===== src/rtl/hdlc_slot_pkg.sv =====
package hdlc_slot_pkg;

    typedef enum logic [0:0] {
        ST_IDLE = 1'b0,
        ST_SEND = 1'b1
    } tx_state_e;

    // State of the station's own contribution to the shared line
    typedef struct packed {
        logic drive_low;   // pulling the line down
        logic on_line;     // a data bit (not idle fill) is being presented
    } line_s;

    localparam line_s LINE_FREE = '{drive_low: 1'b0, on_line: 1'b0};

    // A rival holds the line low while this station releases a data bit
    function automatic logic collide(input line_s cur, input logic cts);
        return cur.on_line & ~cur.drive_low & ~cts;
    endfunction

    function automatic line_s present_bit(input logic data_bit);
        return '{drive_low: ~data_bit, on_line: 1'b1};
    endfunction

endpackage


===== src/rtl/slot_gate.sv =====
module slot_gate (
    input  logic bit_en_i,
    input  logic slot_act_i,
    output logic tick_o
);
    // A bit edge counts only inside the station's slot
    assign tick_o = bit_en_i & slot_act_i;
endmodule


===== src/rtl/tx_shifter.sv =====
module tx_shifter #(
    parameter int DATA_W = 8
) (
    input  logic              clk,
    input  logic              rst,
    input  logic              load_i,
    input  logic [DATA_W-1:0] data_i,
    input  logic              last_i,
    input  logic              shift_i,
    input  logic              flush_i,
    output logic              empty_o,
    output logic              bit_o,
    output logic              last_o
);
    localparam int CNT_W = $clog2(DATA_W + 1);

    logic [DATA_W-1:0] sr_q;
    logic [CNT_W-1:0]  cnt_q;
    logic              last_q;

    always_ff @(posedge clk) begin
        if (rst || flush_i) begin
            sr_q   <= '0;
            cnt_q  <= '0;
            last_q <= 1'b0;
        end else if (load_i) begin
            sr_q   <= data_i;
            cnt_q  <= CNT_W'(DATA_W);
            last_q <= last_i;
        end else if (shift_i) begin
            sr_q  <= sr_q >> 1;
            cnt_q <= cnt_q - 1'b1;
        end
    end

    assign empty_o = (cnt_q == '0);
    assign bit_o   = sr_q[0];
    assign last_o  = last_q;

    AST_LOAD_ONLY_EMPTY: assert property (@(posedge clk) disable iff (rst)
        load_i |-> empty_o);
    AST_SHIFT_HAS_BITS: assert property (@(posedge clk) disable iff (rst)
        shift_i |-> !empty_o);
    AST_COUNT_IN_RANGE: assert property (@(posedge clk) disable iff (rst)
        cnt_q <= CNT_W'(DATA_W));
endmodule


===== src/rtl/rts_timer.sv =====
module rts_timer #(
    parameter int HOLD_BITS = 2
) (
    input  logic clk,
    input  logic rst,
    input  logic start_i,
    input  logic adv_i,
    input  logic stop_i,
    input  logic short_i,
    output logic rts_o
);
    localparam int CW = $clog2(HOLD_BITS + 1);

    logic          rts_q;
    logic [CW-1:0] held_q;

    always_ff @(posedge clk) begin
        if (rst || stop_i) begin
            rts_q  <= 1'b0;
            held_q <= '0;
        end else if (start_i) begin
            rts_q  <= 1'b1;
            held_q <= CW'(1);
        end else if (adv_i && rts_q && short_i) begin
            if (held_q == CW'(HOLD_BITS)) begin
                rts_q <= 1'b0;
            end else begin
                held_q <= held_q + 1'b1;
            end
        end
    end

    assign rts_o = rts_q;

    AST_RTS_BOUNDED: assert property (@(posedge clk) disable iff (rst)
        (rts_q && short_i) |-> (held_q <= CW'(HOLD_BITS)));
    AST_RTS_DROPS_ON_STOP: assert property (@(posedge clk) disable iff (rst)
        stop_i |=> !rts_q);
endmodule


===== src/rtl/hdlc_slot_tx.sv =====
module hdlc_slot_tx
    import hdlc_slot_pkg::*;
#(
    parameter int DATA_W    = 8,
    parameter int RTS_BITS  = 2
) (
    input  logic              clk,
    input  logic              rst,
    input  logic              bit_en_i,
    input  logic              slot_act_i,
    input  logic [DATA_W-1:0] tx_data_i,
    input  logic              tx_valid_i,
    input  logic              tx_last_i,
    output logic              tx_ready_o,
    input  logic              cts_i,
    input  logic              rts_short_i,
    output logic              line_low_o,
    output logic              rts_o,
    output logic              busy_o,
    output logic              coll_o
);
    logic      tick;
    logic      sh_empty, sh_bit, sh_last;
    logic      sh_load, sh_shift, sh_flush;
    logic      coll_now, start_now, adv_now, end_now;
    tx_state_e state_q;
    line_s     line_q;
    logic      busy_q, coll_q;

    slot_gate i_gate (
        .bit_en_i  (bit_en_i),
        .slot_act_i(slot_act_i),
        .tick_o    (tick)
    );

    tx_shifter #(.DATA_W(DATA_W)) i_shift (
        .clk    (clk),
        .rst    (rst),
        .load_i (sh_load),
        .data_i (tx_data_i),
        .last_i (tx_last_i),
        .shift_i(sh_shift),
        .flush_i(sh_flush),
        .empty_o(sh_empty),
        .bit_o  (sh_bit),
        .last_o (sh_last)
    );

    rts_timer #(.HOLD_BITS(RTS_BITS)) i_rts (
        .clk    (clk),
        .rst    (rst),
        .start_i(start_now),
        .adv_i  (adv_now),
        .stop_i (sh_flush),
        .short_i(rts_short_i),
        .rts_o  (rts_o)
    );

    // Edge classification; the echo is judged against the bit already out
    assign coll_now  = tick && (state_q == ST_SEND) && collide(line_q, cts_i);
    assign start_now = tick && (state_q == ST_IDLE) && !sh_empty;
    assign adv_now   = tick && (state_q == ST_SEND) && !coll_now;
    assign end_now   = adv_now && sh_empty && sh_last;
    assign sh_shift  = (start_now || adv_now) && !sh_empty;
    assign sh_flush  = coll_now || end_now;

    assign tx_ready_o = sh_empty && !sh_last && !coll_now;
    assign sh_load    = tx_valid_i && tx_ready_o;

    always_ff @(posedge clk) begin
        if (rst) begin
            state_q <= ST_IDLE;
            line_q  <= LINE_FREE;
            busy_q  <= 1'b0;
            coll_q  <= 1'b0;
        end else begin
            coll_q <= coll_now;
            if (coll_now) begin
                state_q <= ST_IDLE;
                line_q  <= LINE_FREE;
                busy_q  <= 1'b0;
            end else if (start_now) begin
                state_q <= ST_SEND;
                line_q  <= present_bit(sh_bit);
                busy_q  <= 1'b1;
            end else if (adv_now) begin
                if (!sh_empty) begin
                    line_q <= present_bit(sh_bit);
                end else if (sh_last) begin
                    state_q <= ST_IDLE;
                    line_q  <= LINE_FREE;
                    busy_q  <= 1'b0;
                end else begin
                    line_q <= LINE_FREE;   // underrun: idle fill
                end
            end
        end
    end

    assign line_low_o = line_q.drive_low;
    assign busy_o     = busy_q;
    assign coll_o     = coll_q;

    AST_HOLD_OFF_EDGE: assert property (@(posedge clk) disable iff (rst)
        !tick |=> ($stable(line_q) && $stable(busy_q)));
    AST_COLL_ONE_CYCLE: assert property (@(posedge clk) disable iff (rst)
        coll_q |=> !coll_q);
    AST_COLL_LETS_GO: assert property (@(posedge clk) disable iff (rst)
        coll_q |-> (!line_q.drive_low && !busy_q));
    AST_COLL_ON_RELEASE: assert property (@(posedge clk) disable iff (rst)
        coll_q |-> $past(!line_q.drive_low));
    AST_IDLE_RELEASED: assert property (@(posedge clk) disable iff (rst)
        !busy_q |-> !line_q.drive_low);
    AST_BUSY_MATCHES_STATE: assert property (@(posedge clk) disable iff (rst)
        busy_q == (state_q == ST_SEND));
endmodule


===== config.mk =====
export PLATFORM = sky130hd
export DESIGN_NAME = hdlc_slot_tx
export DESIGN_NICKNAME = d
export VERILOG_FILES = /design/src/rtl/hdlc_slot_pkg.sv /design/src/rtl/slot_gate.sv /design/src/rtl/tx_shifter.sv /design/src/rtl/rts_timer.sv /design/src/rtl/hdlc_slot_tx.sv
export SDC_FILE = /design/constraint.sdc
export NUM_CORES = 1
export LEC_CHECK = 0
export BUFFER_PORTS_ARGS = -buffer_cell sky130_fd_sc_hd__buf_4
export CAP_MARGIN = 20
export CORE_MARGIN = 1
export CORE_UTILIZATION = 45
export CTS_CLUSTER_SIZE = 30
export DETAILED_ROUTE_END_ITERATION = 12
export PLACE_DENSITY = 0.67
export SLEW_MARGIN = 15
export SYNTH_ARGS = -nofsm -noshare
export SYNTH_HDL_FRONTEND = slang
export SYNTH_SLANG_ARGS = --single-unit

===== constraint.sdc =====
create_clock -name clk -period 5.3 [get_ports clk]
set_input_delay 0.795 -clock clk [delete_from_list [all_inputs] [get_ports clk]]
set_output_delay 0.795 -clock clk [all_outputs]
set_load 0.005 [all_outputs]

=== After elaboration in Yosys (flattened, before gate mapping) ===
Cells that the tools add are included.

* $add $sub $neg: 2
* Eq/ne operators: 2
* Muxes and demuxes: 17
* Bitwise operators: 8
* Reductions and logical operators: 33

{| class="wikitable"
|+ Operators by type and width
! kind !! number
|-
| 8-bit two-way mux || 2
|-
| 1-bit logical AND || 13
|-
| 2-bit nonzero test || 6
|-
| 1-bit two-way mux || 10
|-
| 4-bit two-way mux || 2
|-
| 2-bit two-way mux || 3
|-
| 2-bit AND reduction || 3
|-
| 2-bit OR reduction || 3
|-
| 1-bit inverter || 5
|-
| 4-bit logical NOT || 1
|-
| 4-bit by 1-bit subtractor with 4-bit output, second input constant || 1
|-
| 1-bit AND || 3
|-
| 1-bit logical NOT || 3
|-
| 1-bit logical OR || 3
|-
| 3-bit AND reduction || 1
|-
| 2-bit by 1-bit adder with 2-bit output, second input constant || 1
|-
| 2-bit equality test, second input constant || 1
|-
| 2-bit != test, second input constant || 1
|}

* Bits in registers: 20
* Input port bits: 16
* Output and inout bits: 5

=== Depth between registers and ports, before layout ===
* Depth in word-level cells: 11
* Gate-level depth with buffers: 7
* Mapped depth without buffers: 6

=== Hierarchy ===
From an unflattened synthesis, not the netlist that was laid out.

* Cell total of the unflattened synthesis: 110
* Area total of the unflattened synthesis: 1,061.0 um^2

{| class="wikitable"
|+ Modules (own cells, without submodules)
! module !! times used !! cells an instance !! area each (um^2) !! seq. area each (um^2)
|-
| tx_shifter || 1 || 65 || 670.6 || 260.2
|-
| hdlc_slot_tx || 1 || 29 || 241.5 || 80.1
|-
| rts_timer || 1 || 15 || 142.6 || 60.1
|-
| slot_gate || 1 || 1 || 6.3 || 0.0
|}

=== Worst setup path after synthesis ===
No wires, ideal clock.

* Path kind: input-to-output
* Start: in bit_en_i
* End: out tx_ready_o
* Arrival: 1.342 ns
* Setup slack: 3.163 ns
* Stages: 3
* Path through: and3_1 > buf_2 > a211oi_1

* Cells in the longest elaborated chain, start to end: 5

{| class="wikitable"
|+ RTL lines
! item !! line !! text
|-
| start, declared || hdlc_slot_tx.sv:9 || <nowiki>input logic bit_en_i,</nowiki>
|-
| 1-bit AND || slot_gate.sv:7 || <nowiki>assign tick_o = bit_en_i & slot_act_i;</nowiki>
|-
| 1-bit logical AND (2 in series) || hdlc_slot_tx.sv:60 || <nowiki>assign coll_now = tick && (state_q == ST_SEND) && collide(line_q, cts_i);</nowiki>
|-
| 1-bit logical NOT || hdlc_slot_tx.sv:67 || <nowiki>assign tx_ready_o = sh_empty && !sh_last && !coll_now;</nowiki>
|-
| 1-bit logical AND || hdlc_slot_tx.sv:67 ||
|-
| end, declared || hdlc_slot_tx.sv:14 || <nowiki>output logic tx_ready_o,</nowiki>
|}

Every way passes these cells.

=== Final worst setup path ===
* Start: reg i_shift.cnt_q[0]
* End: reg i_shift.sr_q[6]

* Cells in the longest elaborated chain, start to end: 6
* Elaborated cells between the ends (all ways): 14
* Those cells by class: mux (1); reduce/logical (13)

{| class="wikitable"
|+ RTL lines
! item !! line !! text
|-
| start, declared || tx_shifter.sv:18 || <nowiki>logic [CNT_W-1:0] cnt_q;</nowiki>
|-
| start signal, assigned || tx_shifter.sv:28 || <nowiki>cnt_q <= CNT_W'(DATA_W);</nowiki>
|-
| start signal, assigned || tx_shifter.sv:32 || <nowiki>cnt_q <= cnt_q - 1'b1;</nowiki>
|-
| 4-bit logical NOT * || tx_shifter.sv:36 || <nowiki>assign empty_o = (cnt_q == '0);</nowiki>
|-
| 1-bit logical NOT || -- ||
|-
| 1-bit logical AND || hdlc_slot_tx.sv:61 || <nowiki>assign start_now = tick && (state_q == ST_IDLE) && !sh_empty;</nowiki>
|-
| 1-bit logical OR || hdlc_slot_tx.sv:64 || <nowiki>assign sh_shift = (start_now || adv_now) && !sh_empty;</nowiki>
|-
| 1-bit logical AND || hdlc_slot_tx.sv:64 ||
|-
| 2-bit nonzero test (no line) || -- ||
|-
| end signal, assigned || tx_shifter.sv:27 || <nowiki>sr_q <= data_i;</nowiki>
|-
| end signal, assigned || tx_shifter.sv:31 || <nowiki>sr_q <= sr_q >> 1;</nowiki>
|-
| end, declared || tx_shifter.sv:17 || <nowiki>logic [DATA_W-1:0] sr_q;</nowiki>
|}

Mark *: on every way between the ends. The rest lies on a longest branch, timed or not.
A chain may end at the register's enable or synchronous reset.

==> results list <==
- The min-delay analysis places its worst path in the category register to register.
* Final slew viol count: 0
- Total number of yosys warnings: 0
- Via count: between 800 and 900
- Initial cell density of the core: around 50%
- For this design the top-level I/O count stands at 21.
- The post-route netlist has 30.8% of its cells at a drive strength greater than 1.
- The die covers about 0.0025 mm².
- CTS H-tree depth: 1
* Final worst slack: about 2800 ps
- At the later pin of the worst-skew pair, clock insertion delay measures ~300 ps.
- Post-route non-filler standard cell count: between 150 and 200
* Proportion of power drawn by combinational gates: between 20% and 30%
- # port buffers: 20
* Number of nets in the final layout: 150
- Net switching is ~30% of the power.
* Share of async-settable or async-resettable flops after synthesis: 0%
* CP arrival: between 2000 and 3000 ps
- Compared with the post-synthesis result, the final layout area differs by 18.5%.
* Delay of the slowest cell on the worst path: roughly 750 ps
- Cell internal power was estimated by the tool at roughly 0.00026 W.
- Total of cells resized after clock tree synthesis: 0
* Worst-path cell chain: inv_1 -> ha_1 -> or3b_4 -> a2111oi_4 -> buf_4 -> a21oi_1 -> a221oi_2
- The count of nets left with antenna violations once routing finished came out at 0.
- Final setup violation count: 0
- The floorplan step set the die width to about 50 µm.
* Number of buffers inserted to repair setup after CTS: 0
- Grt total ovfl: 0
- Antenna violations before repair: 0
* Peak supply drop: ~0.00018 V
- For this run, the top clock speed supported by timing is ~0.4 GHz.
- CTS tree: done
* Register-to-Register Path Depth: 7
- Cell leakage power: around 0.49 nW
- After synthesis, the mean cell area works out to between 9 and 10 µm².
* Cells after DPL: 153
- Max-capacitance violation count: 0
* Final worst-path cycle share: ~47%
* Fraction of the yosys area taken by sequential cells: 38.7%
* Combined global-route utilization of all metal layers: a little under a fifth
* Area of the core: 0.00206 mm²
* Slew at the pin with the worst max-slew slack: 808 ps
* Worst slew slack as a fraction of its limit: a little under half
- The final count of hold timing violations came to 0.
- Total Routed Length: ~2000 µm
- Commonest cells after routing, fill and taps aside: buf_4 (22), dfxtp_1 (20), inv_1 (13)
- On the final layout, the worst clock skew is approximately 2.1 ps.
- The synthesized design contains 20 register bits.
- Post-DR vias/cell: 5.56
- Clock tree root driver cell: clkbuf_4
- Initial DRC count: 18
- The worst setup path is captured at a register.
- Dividing total power by cell area gives a power density of about 310 mW/mm².
* Residual DRC: 0
* Final GP Congestion: around 0.74
- At the worst endpoint, the required time is roughly 5500 ps.
- Post-Syn Area: just over 0.001 mm²
* Routed wire length per instance: between 10 and 15 µm
- Post-route setup TNS: 0 ps
* Worst Setup Start Kind: register
- Wire length of the first global-routing pass: 3510 µm
- FILL cells: around 200
- Clock buffer depth: 2
* Number of cell rows: 16
- Counting every sink on the clock net gives 20.
- Overall die height: between 40 and 50 µm
- Before antenna repair, the detailed router went through 4 iterations.
- Most area-consuming cells after synthesis: dfxtp_1 (39%), a221oi_2 (10%), a21oi_1 (5.8%)
- The repair_antennas step left the layout with diodes totalling 0.
- The clock network burns roughly 24% of the power.
* Post-synthesis instance total: 110
* Clock-pin slew reported for the worst setup and hold paths after clock tree synthesis: roughly 120 ps
- Net load switching power: between 0.0001 and 0.00015 W
* Sum of net half-perimeters after detailed placement: between 1000 and 1500 µm
* Worst Hold Depth: 2
* Proportion of netlist area held by the largest area contributor: between 30% and 40%
- Buffers inserted to repair hold after CTS numbered 0.
* Distinct cell type count after synthesis: 36
* Unrepaired setup endpoints after global routing: no
* Flip-flop cell with the highest count after synthesis: dfxtp_1
* Largest fanout on the critical path: 11
- Leaving out fill and tap cells, the most frequent cell in the layout is buf_4.
- The largest total area in the synthesized netlist belongs to dfxtp_1.
* Minimum clock period after layout: 2480 ps
- In this run, synthesis inferred 0 flip-flops with an integrated enable.
* Placement Setup Slack: 2660 ps
* Class of the most critical setup path: register to register
- Buffers inserted during clock tree synthesis total 3.
* Slowest stage cell on the critical path: a2111oi_4
- Entering global routing, the biggest net connects 18 pins.
- Synthesis produced a netlist with a net count of ~130.
- Power share of the sequential group: between 40% and 50%
- The flow ran to the end, and the final reports show no timing, DRC or antenna violations.
- The via count of the first global-routing pass came to roughly 800.
## through the flow
step	hold WS, ps	util, %	area (µm²)	power (W)
2_1_floorplan	444	-	1030	0.000261
3_3_place_gp	459	57.6	1190	0.000286
3_5_place_dp	459	57.6	1190	0.000288
4_1_cts	478	59.4	1220	0.000378
5_1_grt	495	59.4	1220	0.000398
6_report	476	59.4	1220	0.000375
## final cells by class
| class | instances | area, µm² | area share, % |
|---|---|---|---|
| clock buffers | 4 | 36.3 | 2.96 |
| inverters | 13 | 48.8 | 3.98 |
| multi-input cells | 71 | 541 | 44.1 |
| flip-flops and latches | 20 | 400 | 32.7 |
| well taps | 27 | 33.8 | 2.76 |
| repair buffers | 22 | 165 | 13.5 |
## worst max-delay path: cells and delay by family, from the launching register on
family / cells / cell delay, ps
compound gates: 3 / 1070
flops: 1 / 360
buf+inv: 2 / 410
simple gates: 1 / 410
fa+ha+maj: 1 / 150
## synthesized netlist by cell type (2+ instances only)
master,number
a211oi_1,5
a21oi_1,12
a221oi_2,7
buf_2,2
buf_6,2
dfxtp_1,20
ha_1,3
inv_1,13
nand2_1,11
nand4_1,2
nor2_1,5
nor3_1,3
xnor2_1,2
## final timing paths
path	slack, ps	to	start
worst max-delay path	2820	i_shift.sr_q[6]$_SDFFE_PP0P_	i_shift.cnt_q[0]$_SDFFE_PP0P_
worst min-delay path	480	i_shift.sr_q[2]$_SDFFE_PP0P_	i_shift.sr_q[3]$_SDFFE_PP0P_
worst max register to register	2820	i_shift.sr_q[6]$_SDFFE_PP0P_	i_shift.cnt_q[0]$_SDFFE_PP0P_
worst min register to register	480	i_shift.sr_q[2]$_SDFFE_PP0P_	i_shift.sr_q[3]$_SDFFE_PP0P_
## cells by family after synthesis
logic type | synth area share, %
compound gates | 29.9
simple gates | 17.1
flops | 38.7
buf+inv | 8.96
fa+ha+maj | 3.63
xor+xnor | 1.70
## power by group through the flow
stage / logic [W] / clock network [W] / registers (W)
4_1_cts: 0.000106 / 0.0000932 / 0.000180
3_3_place_gp: 0.000103 / 0 / 0.000183
6_report: 0.000105 / 0.0000910 / 0.000180
2_1_floorplan: 0.0000810 / 0 / 0.000180
3_5_place_dp: 0.000105 / 0 / 0.000183
5_1_grt: 0.000117 / 0.0000993 / 0.000182
## layer usage
metal	global-route usage [%]	share of wire, %
met4	2.86	0.59
met1	21.5	47
met5	0	0
met3	5.56	4.5
met2	32.7	48
## state kept, by name, indices dropped and copies added (netlist names)
signal and flops:
i_shift.sr_q 8, i_shift.cnt_q 4, i_rts.held_q 2, busy_o 1, coll_o 1, i_rts.rts_o 1
i_shift.last_o 1, line_low_o 1, line_q 1
Note: power is estimated with default switching activity, not from simulation.
